$ cat config.mk
export PLATFORM = sky130hd
export DESIGN_NAME = mat_walker
export DESIGN_NICKNAME = d
export VERILOG_FILES = /design/src/rtl/mat_walker_pkg.sv /design/src/rtl/mw_decode.sv /design/src/rtl/mw_counter.sv /design/src/rtl/mw_addr.sv /design/src/rtl/mat_walker.sv
export SDC_FILE = /design/constraint.sdc
export NUM_CORES = 1
export LEC_CHECK = 0
export ABC_AREA = 1
export BUFFER_PORTS_ARGS = -buffer_cell sky130_fd_sc_hd__buf_2
export CAP_MARGIN = 40
export CORE_MARGIN = 2
export CORE_UTILIZATION = 55
export CTS_CLUSTER_DIAMETER = 60
export CTS_CLUSTER_SIZE = 24
export DETAILED_ROUTE_END_ITERATION = 6
export PLACE_DENSITY_LB_ADDON = 0.3
export RECOVER_POWER = 100
export SYNTH_ARGS = -nofsm -noshare
export SYNTH_HDL_FRONTEND = slang
export SYNTH_SLANG_ARGS = --single-unit
$ cat constraint.sdc
create_clock -name clk -period 7 [get_ports clk]
set_input_delay 0.7 -clock clk [delete_from_list [all_inputs] [get_ports clk]]
set_output_delay 0.7 -clock clk [all_outputs]
set_load 0.01 [all_outputs]
$ cat src/rtl/mat_walker_pkg.sv
package mat_walker_pkg;
  localparam int FIELD_W = 14;
  localparam int BYTE_W  = FIELD_W + 4;

  typedef struct packed {
    logic [BYTE_W-1:0] base_b;
    logic [BYTE_W-1:0] lead_b;
    logic [BYTE_W-1:0] stride_b;
    logic              swz;
    logic              bad;
  } desc_fields_t;

  // field in 16-byte units -> byte value
  function automatic logic [BYTE_W-1:0] to_bytes(logic [FIELD_W-1:0] f);
    return {f, 4'b0000};
  endfunction

  function automatic desc_fields_t unpack_desc(logic [63:0] d);
    desc_fields_t o;
    o.base_b   = to_bytes(d[13:0]);
    o.lead_b   = to_bytes(d[29:16]);
    o.stride_b = to_bytes(d[45:32]);
    o.swz      = (d[63:61] == 3'd1);
    o.bad      = (d[47:46] != 2'b01) || (d[63:61] > 3'd1);
    return o;
  endfunction

  // 128-byte swizzle: bits [6:4] xor bits [10:8]
  function automatic logic [31:0] swizzle128(logic [31:0] off);
    return off ^ {25'd0, off[6:4] ^ off[10:8], 4'b0000};
  endfunction
endpackage

$ cat src/rtl/mw_decode.sv
module mw_decode
  import mat_walker_pkg::*;
(
  input  logic [63:0]  desc_i,
  output desc_fields_t fields_o
);
  always_comb fields_o = unpack_desc(desc_i);
endmodule

$ cat src/rtl/mw_counter.sv
module mw_counter #(
  parameter int GROUPS = 16,
  parameter int GRP_W  = 4
) (
  input  logic             clk,
  input  logic             rst_n,
  input  logic             clear_i,
  input  logic             step_i,
  output logic [2:0]       row_o,
  output logic             col_o,
  output logic [GRP_W-1:0] grp_o,
  output logic             last_o
);
  localparam logic [GRP_W-1:0] GRP_LAST = GRP_W'(GROUPS - 1);

  always_ff @(posedge clk or negedge rst_n) begin
    if (!rst_n) begin
      row_o <= '0;
      col_o <= 1'b0;
      grp_o <= '0;
    end else if (clear_i) begin
      row_o <= '0;
      col_o <= 1'b0;
      grp_o <= '0;
    end else if (step_i) begin
      row_o <= row_o + 3'd1;
      if (row_o == 3'd7) begin
        col_o <= ~col_o;
        if (col_o) grp_o <= grp_o + 1'b1;
      end
    end
  end

  assign last_o = (row_o == 3'd7) && col_o && (grp_o == GRP_LAST);
endmodule

$ cat src/rtl/mw_addr.sv
module mw_addr
  import mat_walker_pkg::*;
#(
  parameter int ADDR_W = 24,
  parameter int GRP_W  = 4
) (
  input  logic [BYTE_W-1:0] base_b_i,
  input  logic [BYTE_W-1:0] lead_b_i,
  input  logic [BYTE_W-1:0] stride_b_i,
  input  logic              swz_i,
  input  logic [2:0]        row_i,
  input  logic              col_i,
  input  logic [GRP_W-1:0]  grp_i,
  output logic [ADDR_W-1:0] addr_o
);
  logic [ADDR_W-1:0] grp_x, stride_x, lead_x, pitch_x, row_x, col_x;
  logic [ADDR_W-1:0] off_raw, off_fin;

  always_comb begin
    grp_x    = ADDR_W'(grp_i);
    stride_x = ADDR_W'(stride_b_i);
    lead_x   = swz_i ? ADDR_W'(16) : ADDR_W'(lead_b_i);
    pitch_x  = swz_i ? ADDR_W'(128) : ADDR_W'(16);
    row_x    = ADDR_W'(row_i);
    col_x    = ADDR_W'(col_i);
    off_raw  = grp_x * stride_x + col_x * lead_x + row_x * pitch_x;
    off_fin  = swz_i ? ADDR_W'(swizzle128(32'(off_raw))) : off_raw;
    addr_o   = ADDR_W'(base_b_i) + off_fin;
  end
endmodule

$ cat src/rtl/mat_walker.sv
module mat_walker
  import mat_walker_pkg::*;
#(
  parameter int MN     = 128,
  parameter int ADDR_W = 24
) (
  input  logic              clk,
  input  logic              rst_n,
  input  logic              start_i,
  input  logic [63:0]       desc_i,
  input  logic              req_ready_i,
  output logic              req_valid_o,
  output logic [ADDR_W-1:0] req_addr_o,
  output logic              done_o,
  output logic              err_o
);
  localparam int GROUPS = MN / 8;
  localparam int GRP_W  = (GROUPS > 1) ? $clog2(GROUPS) : 1;

  desc_fields_t      dec_w;
  desc_fields_t      cur_q;
  logic              busy_q;
  logic [2:0]        row_w;
  logic              col_w;
  logic [GRP_W-1:0]  grp_w;
  logic              last_w;
  logic              accept_w;
  logic              launch_w;
  logic              refuse_w;

  assign accept_w = busy_q && req_ready_i;
  assign launch_w = !busy_q && start_i && !dec_w.bad;
  assign refuse_w = !busy_q && start_i && dec_w.bad;

  mw_decode u_dec (.desc_i(desc_i), .fields_o(dec_w));

  mw_counter #(.GROUPS(GROUPS), .GRP_W(GRP_W)) u_cnt (
    .clk(clk), .rst_n(rst_n), .clear_i(launch_w), .step_i(accept_w),
    .row_o(row_w), .col_o(col_w), .grp_o(grp_w), .last_o(last_w)
  );

  mw_addr #(.ADDR_W(ADDR_W), .GRP_W(GRP_W)) u_addr (
    .base_b_i(cur_q.base_b), .lead_b_i(cur_q.lead_b),
    .stride_b_i(cur_q.stride_b), .swz_i(cur_q.swz),
    .row_i(row_w), .col_i(col_w), .grp_i(grp_w), .addr_o(req_addr_o)
  );

  always_ff @(posedge clk or negedge rst_n) begin
    if (!rst_n) begin
      busy_q <= 1'b0;
      done_o <= 1'b0;
      err_o  <= 1'b0;
      cur_q  <= '0;
    end else begin
      done_o <= accept_w && last_w;
      err_o  <= refuse_w;
      if (launch_w) begin
        busy_q <= 1'b1;
        cur_q  <= dec_w;
      end else if (accept_w && last_w) begin
        busy_q <= 1'b0;
      end
    end
  end

  assign req_valid_o = busy_q;
endmodule

* After elaboration in Yosys (flattened, before gate mapping) *
Index checks and enable logic that the tools add are counted.

word-level totals
  word-level logic and storage cells = 56
  output and inout bits = 27
  input bits = 68
  register bits after elaboration = 54

operators by class
  multiplexer cells = 14
  $mul = 3
  order comparisons = 1
  reduce and logical (&&, ||, !) cells = 16
  bitwise logic cells = 3
  add/subtract/negate cells = 5
  equality and inequality tests = 4

operator list
  cell                 count
  $add 18x24->24       1
  $add 22x24->24       1
  $add 24x24->24       1
  $mul 1x24->24        1
  $mul 3x24->24        1
  $mux 24              1
  $xor 24x7->24        1
  $mul 4x14->18        1
  $mux 18              1
  $mux 4               4
  $mux 8               1
  $reduce_bool 2->1    4
  $logic_and 1x1->1    7
  $mux 3               2
  $mux 1               5
  $add 4x1->4 const B  1
  $eq 4x4->1 const B   1
  $add 3x1->3 const B  1
  $eq 3x1->1 const B   1
  $eq 3x3->1 const B   1
  $gt 3x1->1 const B   1
  $reduce_and 3->1     1
  $xor 3x3->3          1
  $logic_not 1->1      2
  other kinds (4)      4

* Logic depth before layout (Yosys ltp) *
  depth after elaboration = 8
  mapped depth = 36
  mapped depth without buffers = 34

* Cells and area by module *
A second synthesis with hierarchy kept.

second synthesis, totals
  cells, all modules = 1187
  area, all modules = 8425.6 µm²

modules (own cells, without submodules)
  module      cells each  seq. area each (µm²)  times used  area an instance (µm²)
  mw_addr     821         0.0                   1           5167.5
  mat_walker  259         1451.4                1           2418.6
  mw_decode   62          0.0                   1           437.9
  mw_counter  45          200.2                 1           401.6

* Worst setup path after synthesis *
OpenSTA, ideal clock, no wires.

  path type = register -> output
  start = register u_cnt.grp_o[2]
  end = output req_addr_o[21]
  arrival = 5.654 ns
  setup slack = 0.646 ns
  stages on the path, launching flop included = 35
  data required time = 6.300 ns
  buffers on the path = 2
  path through = dfrtp_1 > clkbuf_1 > clkbuf_1 > nand2_1 > fa_1 > inv_1 > fa_1 > inv_1 > fa_1 > inv_1 > a31oi_1 > xnor2_1 > fa_1 > ha_1 > nand2_1 > inv_1 > nand2_1 > nand2_1 > nor2_1 > nor2_1 > nor2_1 > o21ai_0 > xor2_1 > ha_1 > nand2_1 > inv_1 > nand2_1 > nand2_1 > a21oi_1 > nand2_1 > a21oi_1 > nor2_2 > nand3_1 > nand2_1 > nand2_1

on the way
  longest elaborated chain between the ends = 7

ends and longest elaborated chain
  item                    RTL line              source
  start, declared         mw_counter.sv:11      output logic [GRP_W-1:0] grp_o,
  start signal, assigned  mw_counter.sv:29      if (col_o) grp_o <= grp_o + 1'b1;
  $mul 4x14->18 *         mw_addr.sv:26         off_raw = grp_x * stride_x + col_x * lead_x + row_x * pitch_x;
  $add 22x24->24 *        mw_addr.sv:26
  $add 24x24->24 *        mw_addr.sv:26
  $xor 3x3->3             mat_walker_pkg.sv:30  return off ^ {25'd0, off[6:4] ^ off[10:8], 4'b0000};
  $xor 24x7->24           mat_walker_pkg.sv:30
  $mux 24 *               mw_addr.sv:27         off_fin = swz_i ? ADDR_W'(swizzle128(32'(off_raw))) : off_raw;
  $add 18x24->24 *        mw_addr.sv:28         addr_o = ADDR_W'(base_b_i) + off_fin;
  end, declared           mat_walker.sv:13      output logic [ADDR_W-1:0] req_addr_o,

Every way passes the cells marked *; elsewhere a longest branch is shown, timed or not.

* Worst setup path after layout *
  start = register u_cnt.grp_o[3]
  end = output req_addr_o[20]

Same word-level chain as after synthesis.

==> reports/qor.yml <==
status: "finished, violations left"
violations: "max-capacitance violations, max-slew violations"
fillerInstances: 1010
max_stage_delay_ns: 0.60
layout-drive-gt1-share_pct: 13.6
cts.htree.levels: 2
final_hold_viol_count: 0
slew_headroom_pct: -97.3
viasPerCell: 4.98
place.gp.congestion: 0.881
start_kind: "flip-flop"
seq_area_frac_synth_pct: 22.3
drtIter0Drc: 242
critPathArrivalTime_ns: 5.99
grt_pass1_vias: 4946
final_cell_area_sq_mm: 0.00687
start_util_pct: 56.1
grt_pass1_wl_um: 21700
synth_area_leaders: "dfrtp_1, nand2_1, ha_1"
netlist-cell-type-count: 35
ir_drop_mv: 0.133
routedWlPerCell_um: 11.9
port_buffers: 72
synth.top_cell.area_share_pct: 22.3
dp_hpwl_um: 10100
synth.most_common_cell: "nand2_1"
synth_async_sr_flop_share_pct: 100
final_util_pct: 63.7
placed_cell_area_sq_mm: 0.00654
grt_max_degree: 55
drc: 0
layout_min_cycle_time_ns: 6.69
cts_buffers: 5
synth_common_cells: "nand2_1, inv_1, ha_1"
finalCritPeriodShare_pct: 95.6
fp.coreArea_sq_mm: 0.0108
syn2layout_area_growth_pct: 13.6
drv_cap: 2
grt_overflow_total: 0
critPathMaxFanout: 12
cp_slowest_cell: "fa_1"
num_rows: 38
antenna_cells: 0
yosys_warnings: 0
syn_avg_cell_area_sq_um: 6.91
synthesis.area_sq_mm: 0.00605
hp-start: "cur_q[36]"
synth-edff-count: 0
drt-total-wl_um: 13000
clockBufferDepth: 2
die-area_sq_mm: 0.0119
crit_top_cell: "nand2_1"
power_density_mw_per_mm2: 267
synth_area_leader_cell: "dfrtp_1"
fin_skew_ns: 0.00892
io_pins: 95
die-width_um: 109
startpoint: "u_cnt.grp_o[3]"
num-nets-final: 1122
path_clk_slew_ns: 0.10
setup_viol: 0
clk_latency_ns: 0.32
via_count: 5434
crit_required_ns: 6.30
synth_top_flop_cell: "dfrtp_1"
synthCells: 876
dr.pass1.iters: 4
maxSlewViolCount: 106
cts_sinks: 54
cts_tree: "built"
r2r_slack_ns: 2.64
synth-seq-cells: 54
die_y_um: 109
p_leak_nw: 4.36
antenna_found_initial: 0
min_path_type: "reg2reg"
ant_nets: 0
max_freq_mhz: 149
track_usage_pct: 22.5
finalPower_mw: 1.84
worst-slew-pin-transition_ns: 2.96
cts-root-buf: "clkbuf_8"
worstSetupPathType: "reg2out"
cp-end-kind: "output port"
r2r_start: "req_valid_o"
## cell usage in the layout, fill, tap and decap left out, types with 7 or more instances in the layout
| cell type | Yosys | routed |
|---|---|---|
| a21oi_1 | 35 | 32 |
| buf_2 | 4 | 62 |
| dfrtp_1 | 54 | 52 |
| buf_4 | 5 | 12 |
| ha_1 | 72 | 64 |
| xor2_1 | 21 | 21 |
| clkbuf_1 | 15 | 13 |
| nand2_1 | 330 | 326 |
| fa_1 | 32 | 32 |
| xnor2_1 | 15 | 14 |
| nand2_2 | 10 | 14 |
| nor2_1 | 49 | 43 |
| nor2_2 | 2 | 7 |
| o21ai_0 | 14 | 13 |
| nand3_1 | 38 | 37 |
| inv_1 | 146 | 146 |
## worst paths after layout
path                                  end  cells past startpoint
hold reg to reg                 cur_q[36]                      2
setup reg to reg                 cur_q[1]                      7
min in group asynchronous        cur_q[9]                      2
max in group asynchronous  u_cnt.grp_o[1]                      2
setup / recovery           req_addr_o[20]                     33
hold / removal                  cur_q[36]                      2
## per-stage QoR
step                hold slack [ns]  setup WS [ns]  TNS, ns  instances
detailed placement            0.466          0.312        0       1075
global route                  0.524         -0.106   -0.269       1091
global placement              0.463          0.418        0       1075
finish                        0.490          0.306        0       1091
CTS                           0.494         0.0268        0       1083
floorplan                     0.404          0.646        0        880
## cells by family (layout without fill, tap and decap cells)
kind of cell / after synthesis / after routing / synth area share, %
flip-flops: 54 / 54 / 22.3
buffers and inverters: 171 / 242 / 11.0
AND/OR/NAND/NOR: 440 / 440 / 29.4
adder cells (fa/ha/maj): 104 / 104 / 25.5
AO/OA/AOI/OAI: 70 / 70 / 6.52
XOR/XNOR: 36 / 36 / 5.21
other: 1 / 5 / 0.0620
## cell type report
type,instances,area (sq um),area share (%)
repair buffers,87,449,6.54
well taps,140,175,2.55
inverters,147,552,8.03
flip-flops and latches,54,1350,19.7
clock inverters,3,48.8,0.710
multi-input cells,655,4230,61.5
clock buffers,5,68.8,1.00
## where the power goes
part           switching (mW)  total, mW  internal [mW]
combinational           0.689       1.15          0.456
clock                   0.116      0.225          0.109
sequential             0.0847      0.467          0.382
## worst max-delay path, delay by kind of cell (launching register included)
kind            cells  cell delay [ns]
compound gates      4             0.52
simple gates       15             1.42
fa+ha+maj           6             2.52
flops               1             0.42
xor+xnor            2             0.30
buf+inv             6             0.51
## per-layer routing
layer	up-vias	track usage, %	share of wire (%)
li1	2833	-	-
met1	2472	31.8	49
met2	122	37.7	46
met3	7	2.87	4.5
met4	0	3.30	0.80
met5	-	0	0
## timing repair
action,in CTS,in global routing
setup endpoints to repair,2,9
gates resized for setup,1,36
buffers inserted,0,8
hold buffers,0,0
pin swaps,0,7
## state kept, by name (all words and copies together) (netlist names)
name and count:
cur_q 43, u_cnt.grp_o 4, err_o 1, req_valid_o 1, done_o 1, u_cnt.row_o 3
u_cnt.col_o 1
No activity file was read; power rests on OpenSTA's default activity.
